`src/rtl/ext_irq_pkg.sv`:
```
package ext_irq_pkg;

    localparam int NUM_PINS_DEF = 8;
    localparam int ADDR_W_DEF   = 8;
    localparam int DATA_W_DEF   = 32;
    localparam int STAT_OFS     = 'h10;
    localparam int MODE_OFS     = 'h14;

    typedef enum logic [1:0] {
        MODE_LVL_LO = 2'd0,
        MODE_FALL   = 2'd1,
        MODE_RISE   = 2'd2,
        MODE_BOTH   = 2'd3
    } pin_mode_e;

    typedef struct packed {
        logic wr_stat;
        logic wr_mode;
        logic rd_stat;
        logic rd_mode;
    } bus_dec_t;

    // Edge qualification for one pin, given previous and current samples.
    function automatic logic edge_hit(pin_mode_e m, logic prv, logic cur);
        case (m)
            MODE_FALL: return prv & ~cur;
            MODE_RISE: return ~prv & cur;
            MODE_BOTH: return prv ^ cur;
            default:   return 1'b0;
        endcase
    endfunction

endpackage

```
`src/rtl/ext_irq_sync.sv`:
```
module ext_irq_sync #(
    parameter int W = 8
) (
    input  logic         clk,
    input  logic         rst,
    input  logic [W-1:0] d_async,
    output logic [W-1:0] d_sync
);
    logic [W-1:0] stage1_q;
    logic [W-1:0] stage2_q;

    always_ff @(posedge clk) begin
        if (rst) begin
            stage1_q <= '0;
            stage2_q <= '0;
        end else begin
            stage1_q <= d_async;
            stage2_q <= stage1_q;
        end
    end

    assign d_sync = stage2_q;
endmodule

```
`src/rtl/ext_irq_pin_cell.sv`:
```
module ext_irq_pin_cell
    import ext_irq_pkg::*;
(
    input  logic      clk,
    input  logic      rst,
    input  pin_mode_e mode,
    input  logic      smp,
    input  logic      clr_req,
    output logic      hit_o,
    output logic      stat_o
);
    logic prev_q;
    logic stat_q;

    assign hit_o = edge_hit(mode, prev_q, smp);

    always_ff @(posedge clk) begin
        if (rst) begin
            prev_q <= 1'b0;
            stat_q <= 1'b0;
        end else begin
            prev_q <= smp;
            if (mode == MODE_LVL_LO)
                stat_q <= ~smp;       // level mode: follows pin, not clearable
            else if (hit_o)
                stat_q <= 1'b1;       // a fresh edge beats a clear
            else if (clr_req)
                stat_q <= 1'b0;
        end
    end

    assign stat_o = stat_q;
endmodule

```
`src/rtl/ext_irq_regs.sv`:
```
module ext_irq_regs
    import ext_irq_pkg::*;
#(
    parameter int NUM_PINS = NUM_PINS_DEF,
    parameter int ADDR_W   = ADDR_W_DEF,
    parameter int DATA_W   = DATA_W_DEF
) (
    input  logic                  clk,
    input  logic                  rst,
    input  logic                  bus_wr,
    input  logic                  bus_rd,
    input  logic [ADDR_W-1:0]     bus_addr,
    input  logic [DATA_W-1:0]     bus_wdata,
    input  logic [NUM_PINS-1:0]   stat_in,
    output logic [2*NUM_PINS-1:0] mode_q,
    output logic [NUM_PINS-1:0]   clr_req,
    output logic [DATA_W-1:0]     bus_rdata
);
    localparam int MODE_W = 2 * NUM_PINS;

    bus_dec_t dec;

    always_comb begin
        dec.wr_stat = bus_wr && (bus_addr == ADDR_W'(STAT_OFS));
        dec.wr_mode = bus_wr && (bus_addr == ADDR_W'(MODE_OFS));
        dec.rd_stat = bus_rd && (bus_addr == ADDR_W'(STAT_OFS));
        dec.rd_mode = bus_rd && (bus_addr == ADDR_W'(MODE_OFS));
    end

    always_ff @(posedge clk) begin
        if (rst)
            mode_q <= '0;
        else if (dec.wr_mode)
            mode_q <= bus_wdata[MODE_W-1:0];
    end

    // A zero written into a status bit requests its clear.
    assign clr_req = dec.wr_stat ? ~bus_wdata[NUM_PINS-1:0] : '0;

    always_comb begin
        bus_rdata = '0;
        if (dec.rd_stat)
            bus_rdata[NUM_PINS-1:0] = stat_in;
        if (dec.rd_mode)
            bus_rdata[MODE_W-1:0] = mode_q;
    end

    logic unused_wdata_hi;
    assign unused_wdata_hi = ^bus_wdata[DATA_W-1:MODE_W];
endmodule

```
`src/rtl/ext_irq_sense.sv`:
```
module ext_irq_sense
    import ext_irq_pkg::*;
#(
    parameter int NUM_PINS = NUM_PINS_DEF,
    parameter int ADDR_W   = ADDR_W_DEF,
    parameter int DATA_W   = DATA_W_DEF
) (
    input  logic                clk,
    input  logic                rst,
    input  logic                bus_wr,
    input  logic                bus_rd,
    input  logic [ADDR_W-1:0]   bus_addr,
    input  logic [DATA_W-1:0]   bus_wdata,
    output logic [DATA_W-1:0]   bus_rdata,
    input  logic [NUM_PINS-1:0] pin_in,
    output logic [NUM_PINS-1:0] irq_req
);
    logic [NUM_PINS-1:0]   pin_s;
    logic [2*NUM_PINS-1:0] mode_q;
    logic [NUM_PINS-1:0]   clr_req;
    logic [NUM_PINS-1:0]   hit;
    logic [NUM_PINS-1:0]   stat_q;

    ext_irq_sync #(.W(NUM_PINS)) sync_i (
        .clk     (clk),
        .rst     (rst),
        .d_async (pin_in),
        .d_sync  (pin_s)
    );

    ext_irq_regs #(
        .NUM_PINS (NUM_PINS),
        .ADDR_W   (ADDR_W),
        .DATA_W   (DATA_W)
    ) regs_i (
        .clk       (clk),
        .rst       (rst),
        .bus_wr    (bus_wr),
        .bus_rd    (bus_rd),
        .bus_addr  (bus_addr),
        .bus_wdata (bus_wdata),
        .stat_in   (stat_q),
        .mode_q    (mode_q),
        .clr_req   (clr_req),
        .bus_rdata (bus_rdata)
    );

    for (genvar g = 0; g < NUM_PINS; g++) begin : g_pin
        ext_irq_pin_cell cell_i (
            .clk     (clk),
            .rst     (rst),
            .mode    (pin_mode_e'(mode_q[2*g +: 2])),
            .smp     (pin_s[g]),
            .clr_req (clr_req[g]),
            .hit_o   (hit[g]),
            .stat_o  (stat_q[g])
        );
    end

    assign irq_req = stat_q;
endmodule

```
`config.mk`:
```
export PLATFORM = sky130hd
export DESIGN_NAME = ext_irq_sense
export DESIGN_NICKNAME = d
export VERILOG_FILES = /design/src/rtl/ext_irq_pkg.sv /design/src/rtl/ext_irq_sync.sv /design/src/rtl/ext_irq_pin_cell.sv /design/src/rtl/ext_irq_regs.sv /design/src/rtl/ext_irq_sense.sv
export SDC_FILE = /design/constraint.sdc
export NUM_CORES = 1
export LEC_CHECK = 0
export ABC_AREA = 1
export CAP_MARGIN = 15
export CELL_PAD_IN_SITES_DETAIL_PLACEMENT = 2
export CELL_PAD_IN_SITES_GLOBAL_PLACEMENT = 2
export CORE_MARGIN = 2
export CORE_UTILIZATION = 36
export DETAILED_ROUTE_END_ITERATION = 12
export DONT_BUFFER_PORTS = 1
export MAX_ROUTING_LAYER = met4
export PLACE_DENSITY = 0.83
export SYNTH_ARGS = -nofsm -noshare
export SYNTH_HDL_FRONTEND = slang
export SYNTH_SLANG_ARGS = --single-unit
```
`constraint.sdc`:
```
create_clock -name clk -period 1.8 [get_ports clk]
set_clock_uncertainty 0.15 [all_clocks]
set_input_delay 0.27 -clock clk [delete_from_list [all_inputs] [get_ports clk]]
set_output_delay 0.27 -clock clk [all_outputs]
set_load 0.1 [all_outputs]
```
==> metrics.md <==
| Metric | Value |
|---|---|
| Largest net degree at the start of global routing | 33 |
| Least-Margin Pin Slew | 1035 ps |
| Row count | 30 |
| Final hold viol count | 0 |
| Post-synth top area cell | dfxtp_1 |
| WHS Endpoint | g_pin[3].cell_i.stat_o |
| Placer Congestion | 0.7262 |
| Post-CTS sizing | 0 |
| Routed len/inst | 18.20 um |
| Final setup viols | 0 |
| Grt met1 use | 0.2619 |
| Register-to-Register Path Depth | 6 |
| Synth top area cells | dfxtp_1, nor2_1, inv_1 |
| DR iter-0 viols | 100 |
| Worst hold path depth | 3 |
| Die width | 87.31 um |
| Number of port buffers | 0 |
| Antenna Nets Post-Route | 0 |
| Clock power frac | 0.337 |
| Via Count | 2320 |
| Max clock buf depth | 2 |
| Period utilization | 0.9374 |
| CP arrival | 1270 ps |
| GRT Total Usage | 0.2407 |
| Post-DP HPWL | 5305 um |
| Core Box Area | 0.006756 mm^2 |
| Die ar. | 0.007623 mm^2 |
| Netlist Area Pre-Place | 0.002499 mm^2 |
| Req. time, crit path | 1380 ps |
| Top cell type's share of synthesized area | 0.3846 |
| Worst-Skew Late Latency | 300 ps |
| Synth cell types | 22 |
| Max Fclk | 0.5927 GHz |
| Lkg Pwr | 1.517 nW |
| Mean Syn Cell Area | 7.180 um^2 |
| R2R Setup Slk | 290 ps |
| DP Area | 0.002982 mm^2 |
| RSZ-0062 raised after global routing | no |
| Slew HR | 0.3074 |
| # clock sinks | 48 |
| Post-CTS Setup Bufs | 0 |
| Power Dens Cells | 696.2 mW/mm^2 |
| VDD IR max | 0.3123 mV |
| Final wirelength | 8519 um |
| Crit start category | input pin |
| Initial Utilization | 0.3698 |
| Reg power frac | 0.481 |
| Grt peak-use layer | met2 |
| Vias/cell | 4.957 |
| Max-slew violations | 0 |
| Met3 usage | 0.03697 |
| Comb power frac | 0.181 |
| Vias in the first global route | 2539 |
| Hold Startpoint | bus_wr |
| I/O pin count | 92 |
| Root Driver | clkbuf_8 |
| Die Y | 87.31 um |
| Critical path type | input pin to output pin |
| H-tree Lvls | 2 |
| HP Class | input pin to flop |
| Post-layout util | 0.4928 |
| Worst-path clk slew | 90 ps |
| Inst Count DP | 436 |
| Min Tclk post-route | 1687 ps |
| P_sw | 720.0 uW |
| DR pass1 iterations | 4 |
| Max_cap viols | 0 |
| Max FO, Critical Path | 16 |
| Most common cell after layout, fill and taps aside | nor2_1 |
| Synth warn | 0 |
| CTS tree | done |
| Worst Setup End Kind | output pin |
| Worst reg2reg endpoint | g_pin[3].cell_i.stat_o |
| Ant diodes | 0 |
| Fin nets | 455 |
| Status | complete, no violations |
| First-pass GRT wire length | 13570 um |
| Worst r2r src | g_pin[3].cell_i.prev_q |
| Seq/Total Area, Yosys | 0.3846 |
| Int Power | 1.598 mW |
| DRC Markers | 0 |
| FF+latch count, synth | 48 |
| Finished Layout Cells | 468 |
| Mapped Cells | 348 |
| Sw Ratio | 0.3106 |
| Post-route design area | 0.003329 mm^2 |
| Fraction of layout cells with a size suffix above 1 | 0.1572 |
| Layout fillers | 781 |
| CTS Hold Bufs | 24 |
| GRT overflow | 0 |
| Most frequent cells in the layout | nor2_1, inv_1, nand2_1 |
| CTS Buf Count | 5 |
| Initial antenna violation count | 0 |
| Routing usage on met2 | 0.4483 |
| P&R area growth vs syn | 33.25% |
[flip-flops by register name (all words and copies together), names as in the netlist]
register and count:
g_pin.cell_i.prev_q 8, g_pin.cell_i.stat_o 8, regs_i.mode_q 16, sync_i.d_sync 8, sync_i.stage1_q 8
[power groups by stage]
| stage | clock [mW] | sequential, mW | combinational [mW] |
|---|---|---|---|
| floorplan | 0 | 1.14 | 0.369 |
| global placement | 0 | 1.14 | 0.351 |
| detailed placement | 0 | 1.14 | 0.361 |
| CTS | 0.799 | 1.11 | 0.416 |
| global route | 0.841 | 1.12 | 0.443 |
| finish | 0.782 | 1.12 | 0.421 |
[worst max-delay path by stage]
| stage | startpoint | cells past startpoint | end |
|---|---|---|---|
| floorplan | bus_addr[3] | 5 | bus_rdata[0] |
| global placement | bus_addr[3] | 7 | bus_rdata[3] |
| detailed placement | bus_addr[4] | 8 | bus_rdata[3] |
| CTS | bus_addr[4] | 8 | bus_rdata[3] |
| global route | rst | 2 | sync_i.d_sync[3] |
| finish | bus_addr[4] | 8 | bus_rdata[3] |
[Yosys cell counts]
library cell   n
nor2_1        67
inv_1         59
nand2_1       50
dfxtp_1       48
buf_4         24
o21ai_0       22
a21oi_1       16
ha_1          16
nand3_1       16
o31ai_1        8
buf_2          5
clkbuf_1       4
buf_6          3
o21ai_2        2
conb_1         1
inv_2          1
nand2_2        1
nand3_2        1
nand3_4        1
nor2_2         1
nor2_4         1
nor3_4         1
[cell type report]
class,count,area [um^2],share of cell area
Clock inverter,2,35.03,0.01052
Tap cell,80,100.1,0.03006
Clock buffer,6,72.57,0.02180
Sequential cell,48,960.9,0.2886
Multi-Input combinational cell,219,1227,0.3687
Inverter,60,237.7,0.07140
Timing Repair Buffer,53,695.7,0.2089
[metal layers]
| metal | vias to the layer above | wire [um] |
|---|---|---|
| met4 | 0 | 184 |
| met1 | 1131 | 3288 |
| li1 | 1097 | - |
| met2 | 78 | 4633 |
| met5 | - | 0 |
| met3 | 14 | 413 |
[worst max-delay path, stage by stage]
cell	delay, ps
inv_1	30
nor2_2	90
nand2_2	90
inv_2	110
nand3_4	80
buf_12	190
o21ai_2	200
buf_12	200
[kinds of logic after synthesis]
kind of cell	Yosys count	share of synthesized area
buffers and inverters	96	0.1918
flip-flops	48	0.3846
adder cells (fa/ha/maj)	16	0.08012
AO/OA/AOI/OAI	48	0.1072
other	1	0.001501
AND/OR/NAND/NOR	139	0.2349
[metrics by stage]
| step | TNS (ps) | power [mW] | hold WS, ps | setup slack, ps |
|---|---|---|---|---|
| floorplan | -1175 | 1.504 | 227.0 | -168.5 |
| global placement | 0 | 1.486 | 194.9 | 143.6 |
| detailed placement | 0 | 1.500 | 196.5 | 110.6 |
| CTS | 0 | 2.330 | 30.59 | 104.9 |
| global route | 0 | 2.404 | 36.22 | 49.17 |
| finish | 0 | 2.318 | 34.71 | 112.7 |
Power figures use the tool's default switching activity.
